[src/rtl/chipmem_pkg.sv]
package chipmem_pkg;
    localparam int LANES = 4;
    localparam int ADR_W = 2;

    typedef enum logic [1:0] {
        SZ_LONG   = 2'b00,
        SZ_BYTE   = 2'b01,
        SZ_WORD   = 2'b10,
        SZ_TRIPLE = 2'b11
    } xfer_size_e;

    // Number of bytes moved by a transfer-size code.
    function automatic logic [2:0] size_bytes(input logic [1:0] sz);
        return (sz == SZ_LONG) ? 3'd4 : {1'b0, sz};
    endfunction
endpackage

[src/rtl/chipmem_cpu_lanes.sv]
module chipmem_cpu_lanes
    import chipmem_pkg::*;
(
    input  logic [ADR_W-1:0] byte_adr,
    input  logic [1:0]       xfer_size,
    input  logic             is_read,
    output logic [LANES-1:0] lane_en
);
    logic [2:0] first_lane;
    logic [2:0] end_lane;

    assign first_lane = {1'b0, byte_adr};
    assign end_lane   = first_lane + size_bytes(xfer_size);

    // Lane k is open from the addressed byte up to the last byte moved;
    // lanes past 3 do not exist, so the span is cut at the word boundary.
    for (genvar k = 0; k < LANES; k++) begin : g_lane
        assign lane_en[k] = is_read ||
                            ((3'(k) >= first_lane) && (3'(k) < end_lane));
    end
endmodule

[src/rtl/chipmem_chip_half.sv]
module chipmem_chip_half
    import chipmem_pkg::*;
(
    input  logic             low_half,
    output logic [LANES-1:0] lane_en,
    output logic             bridge_req
);
    localparam int HALF = LANES / 2;

    // Lanes below HALF carry the upper data bits.
    for (genvar k = 0; k < LANES; k++) begin : g_lane
        if (k < HALF) begin : g_up
            assign lane_en[k] = !low_half;
        end else begin : g_lo
            assign lane_en[k] = low_half;
        end
    end

    assign bridge_req = !low_half;
endmodule

[src/rtl/chipmem_bank_dec.sv]
module chipmem_bank_dec #(
    parameter int NUM_BANKS = 2,
    parameter int BANK_W    = (NUM_BANKS > 1) ? $clog2(NUM_BANKS) : 1
) (
    input  logic [BANK_W-1:0]    bank_sel,
    input  logic                 all_banks,
    output logic [NUM_BANKS-1:0] bank_hit
);
    for (genvar b = 0; b < NUM_BANKS; b++) begin : g_bank
        assign bank_hit[b] = all_banks || (bank_sel == BANK_W'(b));
    end
endmodule

[src/rtl/chipmem_strobe_gen.sv]
module chipmem_strobe_gen
    import chipmem_pkg::*;
#(
    parameter int NUM_BANKS = 2,
    parameter int BANK_W    = (NUM_BANKS > 1) ? $clog2(NUM_BANKS) : 1
) (
    input  logic                 clk,
    input  logic                 rst_n,
    input  logic                 ras_tmg_n,
    input  logic                 cas_tmg_n,
    input  logic [BANK_W-1:0]    bank_sel,
    input  logic [ADR_W-1:0]     byte_adr,
    input  logic [1:0]           xfer_size,
    input  logic                 rd_not_wr,
    input  logic                 cpu_cycle,
    input  logic                 refresh,
    output logic [NUM_BANKS-1:0] ras_n,
    output logic [LANES-1:0]     cas_n,
    output logic                 bridge_en,
    output logic                 rd_latch_en
);
    typedef struct packed {
        logic [NUM_BANKS-1:0] ras_n;
        logic [LANES-1:0]     cas_n;
        logic                 bridge;
        logic                 rd_latch;
    } strobe_t;

    localparam strobe_t IDLE = '{ras_n: '1, cas_n: '1, bridge: 1'b0, rd_latch: 1'b0};

    strobe_t state_d, state_q;

    logic [NUM_BANKS-1:0] bank_hit;
    logic [LANES-1:0]     cpu_lanes;
    logic [LANES-1:0]     chip_lanes;
    logic                 chip_bridge;

    chipmem_bank_dec #(.NUM_BANKS(NUM_BANKS), .BANK_W(BANK_W)) u_bank_dec (
        .bank_sel  (bank_sel),
        .all_banks (refresh),
        .bank_hit  (bank_hit)
    );

    chipmem_cpu_lanes u_cpu_lanes (
        .byte_adr  (byte_adr),
        .xfer_size (xfer_size),
        .is_read   (rd_not_wr),
        .lane_en   (cpu_lanes)
    );

    chipmem_chip_half u_chip_half (
        .low_half   (byte_adr[1]),
        .lane_en    (chip_lanes),
        .bridge_req (chip_bridge)
    );

    always_comb begin
        logic             ras_act;
        logic             cas_act;
        logic [LANES-1:0] lanes;

        ras_act = !ras_tmg_n;
        cas_act = !cas_tmg_n;
        state_d = IDLE;

        // Refresh opens every bank and every lane.
        lanes = refresh ? '1 : (cpu_cycle ? cpu_lanes : chip_lanes);

        state_d.ras_n    = ~(bank_hit & {NUM_BANKS{ras_act}});
        state_d.cas_n    = ~(lanes & {LANES{cas_act}});
        state_d.bridge   = !refresh && !cpu_cycle && chip_bridge && (ras_act || cas_act);
        state_d.rd_latch = !refresh && cpu_cycle && rd_not_wr && cas_act;
    end

    always_ff @(posedge clk or negedge rst_n) begin
        if (!rst_n) state_q <= IDLE;
        else        state_q <= state_d;
    end

    assign ras_n       = state_q.ras_n;
    assign cas_n       = state_q.cas_n;
    assign bridge_en   = state_q.bridge;
    assign rd_latch_en = state_q.rd_latch;
endmodule

[config.mk]
export PLATFORM = sky130hd
export DESIGN_NAME = chipmem_strobe_gen
export DESIGN_NICKNAME = d
export VERILOG_FILES = /design/src/rtl/chipmem_pkg.sv /design/src/rtl/chipmem_cpu_lanes.sv /design/src/rtl/chipmem_chip_half.sv /design/src/rtl/chipmem_bank_dec.sv /design/src/rtl/chipmem_strobe_gen.sv
export SDC_FILE = /design/constraint.sdc
export NUM_CORES = 1
export LEC_CHECK = 0
export ABC_AREA = 0
export BUFFER_PORTS_ARGS = -buffer_cell sky130_fd_sc_hd__buf_2
export CAP_MARGIN = 20
export CELL_PAD_IN_SITES_DETAIL_PLACEMENT = 1
export CELL_PAD_IN_SITES_GLOBAL_PLACEMENT = 1
export CORE_MARGIN = 2
export CORE_UTILIZATION = 28
export CTS_CLUSTER_SIZE = 20
export DETAILED_ROUTE_END_ITERATION = 6
export PLACE_DENSITY = 0.75
export SLEW_MARGIN = 20
export SYNTH_ARGS = -nofsm -noshare
export SYNTH_HDL_FRONTEND = slang
export SYNTH_SLANG_ARGS = --single-unit
[constraint.sdc]
create_clock -name clk -period 0.8 [get_ports clk]
set_clock_uncertainty 0.1 [all_clocks]
set_input_delay 0.08 -clock clk [delete_from_list [all_inputs] [get_ports clk]]
set_output_delay 0.08 -clock clk [all_outputs]
set_load 0.005 [all_outputs]
# Word level (Yosys, flattened, before mapping)
# Cells that the tools add are included.
# classes
n_reduce_logical	23
mux	3
magnitude_cmp	8
bitwise	5
n_addsub	1
# op_table
op	n
$logic_and A1 B1 Y1	10
$mux W4	2
$logic_or A1 B1 Y1	7
$lt A1 B3 Y1 const A	2
$lt A2 B3 Y1 const A	2
$logic_not A1 Y1	5
$and A4 B4 Y4	1
$ge A1 B2 Y1 const A	2
$ge A2 B2 Y1 const A	2
$not A4 Y4	1
$add A2 B3 Y3	1
$mux W3	1
$and A2 B2 Y2	1
$logic_not A2 Y1	1
$not A2 Y2	1
$not A1 Y1	1
# totals
inputBits	12
elab_cells	44
output_inout_bits	8
regBits	8

# Longest topological paths before layout
# depth
ltp_word	10
depth_mapped	5
ltp_nobuf	4

# By module
# A second synthesis with hierarchy kept.
# hier_totals
hier_cells	45
hier_area_um2	488.0
# modules_own_cells
mod	instances	cells_per_inst	area_per_inst_um2	seq_area_each_um2
chipmem_strobe_gen	1	21	319.1	207.7
chipmem_cpu_lanes	1	17	122.6	0.0
chipmem_chip_half	1	5	33.8	0.0
chipmem_bank_dec	1	2	12.5	0.0

# Worst setup path before layout
# Ideal clock, no wire load.
# synth_path
path_kind	input -> register
start	input port xfer_size[0]
end	register state_q (netlist bit cas_n[0])
setup_time_ns	0.060
n_path_buf	1
arrival_time_ns	1.233
path_slack_ns	-0.593
cell_stages	5
t_required_ns	0.640
cell_sequence	clkbuf_1 -> ha_1 -> fa_1 -> nor4_1 -> a31o_2
# synth_lines
element	line_no	text
start, declared	chipmem_strobe_gen.sv:13	input logic [1:0] xfer_size,
end signal, assigned	chipmem_strobe_gen.sv:77	else state_q <= state_d;
end, declared	chipmem_strobe_gen.sv:31	strobe_t state_d, state_q;

==> results by stage <==
Hold path:
- The worst hold path begins at bank_sel.
- The endpoint of the worst hold-timing path is ras_n[1]$_DFF_PN1_.
- The kind of path behind the tightest hold check is in -> reg.
- The number of instances on the worst hold path is 2.

Die:
- The floorplan step defined a core boundary enclosing 1490 µm².
- The die footprint is 1890 µm².
- The die is 43.4 µm tall.
- The initial utilization of the core area, before any placement, comes to 0.292.
- The overall die width is 43.4 µm.
- The placement row count is 14.
- For this design the top-level I/O count stands at 20.

STA:
- The maximum frequency from static timing analysis is 0.924 GHz.
- At the pin with the least slew margin, the transition time is 0.343 ns.
- After layout, the minimum clock period comes to 1.08 ns.
- Setup violations remaining at the end of the flow were counted as 12.
- The setup TNS after final layout is -2.60 ns.
- The worst relative slew slack is 0.771.
- The worst setup margin is -0.282 ns.
- In the finished design, the share of the clock period the worst path needs comes to 1.35.
- The number of max-slew violations in the final report is 0.
- Setup repair after global routing could not meet its margin everywhere.
- The final-layout worst hold slack is -0.105 ns.
- The number of failing hold endpoints at the final stage is 3.

Setup path:
- STA classifies the critical path endpoint as a flip-flop.
- Data on the critical path is required at its endpoint by 0.88 ns.
- STA classifies the critical path startpoint as a primary input.
- STA puts the critical path data arrival time at 1.16 ns.
- The critical path in this run is classified as in -> reg.
- The largest fanout on the critical path is 3.

CTS:
- The number of CTS-inserted buffers is 3.
- The clock edge transition at the registers on the reported setup and hold paths is 0.05 ns.
- CTS built an H-tree with a depth of 1.
- The longest clock path from root to sink contains 2 buffers.
- The clock root buffer is sky130_fd_sc_hd__clkbuf_4.
- TritonCTS built the clock tree.
- The count of hold buffers inserted by post-cts repair is 1.
- The total number of clock tree sinks is 8.

Logic synthesis:
- The area of the mapped netlist is 435 µm².
- The cell type with the highest aggregate area in the netlist is sky130_fd_sc_hd__dfstp_2.
- The number of warnings printed during yosys synthesis is 0.
- Counting every instance in the synthesized netlist gives 40.
- After synthesis, the cell types taking the most area are sky130_fd_sc_hd__dfstp_2 (36%), sky130_fd_sc_hd__dfrtp_1 (11%), sky130_fd_sc_hd__a31o_2 (8.0%), sky130_fd_sc_hd__fa_1 (4.6%), sky130_fd_sc_hd__ha_1 (2.9%).
- Averaged over all synthesized cells, the footprint is 10.9 µm².
- The count of different cell masters after synthesis is 24.
- The share of synthesized area in the top cell type comes to 0.362.
- The share of synthesized area occupied by flip-flops and latches is 0.477.
- The post-synthesis net count is 54.
- The number of synthesized flops with an enable pin is 0.
- The total of flip-flops plus latches after synthesis is 8.
- Among all flip-flop cells after synthesis, the most frequent one is sky130_fd_sc_hd__dfstp_2.
- The async set-or-reset flop fraction in the synthesized netlist is 1.00.

Drt:
- The number of design rule violations left after detail routing is 0.
- The routed design uses 69 µm of met3 wire.
- The number of violations reported at the end of detailed-routing iteration 0 is 2.
- The routed design uses 583 µm of met2 wire.
- After detailed routing, the average wire length per cell comes to 12.9 µm.
- Once detail routing completed, the nets flagged for antenna violations numbered 0.
- The top routing layer in use is met4.
- The detailed-route vias per instance is 4.83.
- The final layout contains routed wiring with a total length of 1070 µm.
- Before antenna repair, the detailed router went through 3 iterations.
- For this block, the via count after detailed routing is 401.
- For this block, wires on met1 add up to 407 µm.

Flow run:
- The max-cap check violation count is 0.

Global routing:
- The first global-routing pass estimated 1960 µm of wire.
- The number of global-route vias before repair was 446.
- Entering global routing, the biggest net connects 9 pins.
- The number of antenna violations at the first check in global routing is 0.
- Global routing finished with a remaining overflow of 0.
- Across every metal layer, demand over resource in global routing totals 0.147.

Place:
- Routability-driven placement finished with a final weighted congestion of 0.784.
- The post-placement cell area is 603 µm².
- The number of buffers added on ports is 19.
- OpenSTA, run right after detailed placement, puts the worst setup slack at -0.622 ns.
- The detailed placer's ending HPWL is 861 µm.

Run status:
- The checks that failed: negative hold slack, negative setup slack.
- The run finished, with violations left.

Layout:
- The area of combinational cells with multiple inputs is 248 µm².
- The signed area change from the synthesized netlist to the final layout is 61.2%.
- The most common cell after layout, fill and taps aside is sky130_fd_sc_hd__buf_2.
- The fraction of layout instances using a drive strength above 1 is 0.731.
- The final-stage net count is 83.
- The finished cells cover 702 µm².
- In the layout the commonest cells are sky130_fd_sc_hd__buf_2 (14), sky130_fd_sc_hd__buf_4 (7), sky130_fd_sc_hd__dfstp_2 (6), sky130_fd_sc_hd__a31o_2 (4), sky130_fd_sc_hd__buf_6 (4).
- The total inserted antenna cells is 0.
- After filler insertion, the fill cell instance count of the layout stands at 178.
- The sequential cell area is 208 µm².

Power:
- The maximum ir drop on the vdd rail is 0.000537 V.
- The power density over cell area is 1470 nW/µm².
- The leakage power of the design is 0.326 nW.
- The overall power is 1.03 mW.
[power breakdown]
part | internal (mW) | switching (mW)
sequential | 0.448 | 0.00901
combinational | 0.160 | 0.123
clock | 0.171 | 0.123
[worst max-delay path, stage by stage]
cell	delay, ns
sky130_fd_sc_hd__buf_8	0.10
sky130_fd_sc_hd__ha_4	0.15
sky130_fd_sc_hd__fa_2	0.56
sky130_fd_sc_hd__nor4_2	0.05
sky130_fd_sc_hd__a31o_2	0.23
[per-stage QoR]
stage          hold WS [ns]  instances  utilization
2_1_floorplan        -0.316         40            -
3_3_place_gp         -0.182         79        0.405
3_5_place_dp         -0.173         79        0.405
4_1_cts              -0.113         83        0.455
5_1_grt             -0.0999         83        0.471
6_report             -0.105         83        0.471
[cells in the mapped netlist (2+ instances only)]
cell                      count
sky130_fd_sc_hd__a31o_2       4
sky130_fd_sc_hd__nor2_1       3
sky130_fd_sc_hd__a21oi_1      2
sky130_fd_sc_hd__nand2_1      2
sky130_fd_sc_hd__dfstp_2      6
sky130_fd_sc_hd__o21ai_0      2
sky130_fd_sc_hd__dfrtp_1      2
sky130_fd_sc_hd__inv_1        3
[cell families (layout without fill, tap and decap cells)]
group,Yosys count,in the layout,synth area share
AOI/OAI and AO/OA,13,13,0.227
xor gates and xnor gates,1,1,0.0201
adders and majority gates,2,2,0.0747
buffers and inverters,6,33,0.0718
DFF,8,8,0.477
and+or+nand+nor,10,10,0.129
[state kept, by name (all words and copies together) (netlist names)]
signal / flops
cas_n: 4
ras_n: 2
bridge_en: 1
rd_latch_en: 1
[what timing repair did]
item | in CTS | in global routing
pin swaps | 6 | 3
setup endpoints to repair | 12 | 12
hold endpoints to repair | 11 | 3
resized for setup | 7 | 3
setup buffers | 0 | 0
[worst max-delay path by stage]
stage,startpoint,end
floorplan,xfer_size[0],cas_n[0]$_DFF_PN1_
global placement,byte_adr[0],cas_n[0]$_DFF_PN1_
detailed placement,byte_adr[0],cas_n[0]$_DFF_PN1_
CTS,xfer_size[0],cas_n[0]$_DFF_PN1_
global route,xfer_size[0],cas_n[0]$_DFF_PN1_
finish,xfer_size[0],cas_n[0]$_DFF_PN1_
[cell type report]
class / count / share of cell area
clock buffers: 3 / 0.0321
repair buffers: 27 / 0.275
multi-input cells: 26 / 0.353
flip-flops and latches: 8 / 0.296
inverters: 3 / 0.0160
well taps: 16 / 0.0285
[per-layer routing]
layer | vias up | track usage
met2 | 14 | 0.254
li1 | 197 | -
met1 | 188 | 0.160
met5 | - | 0
met3 | 2 | 0.0375
met4 | 0 | 0.0909
Power figures use the tool's default switching activity.
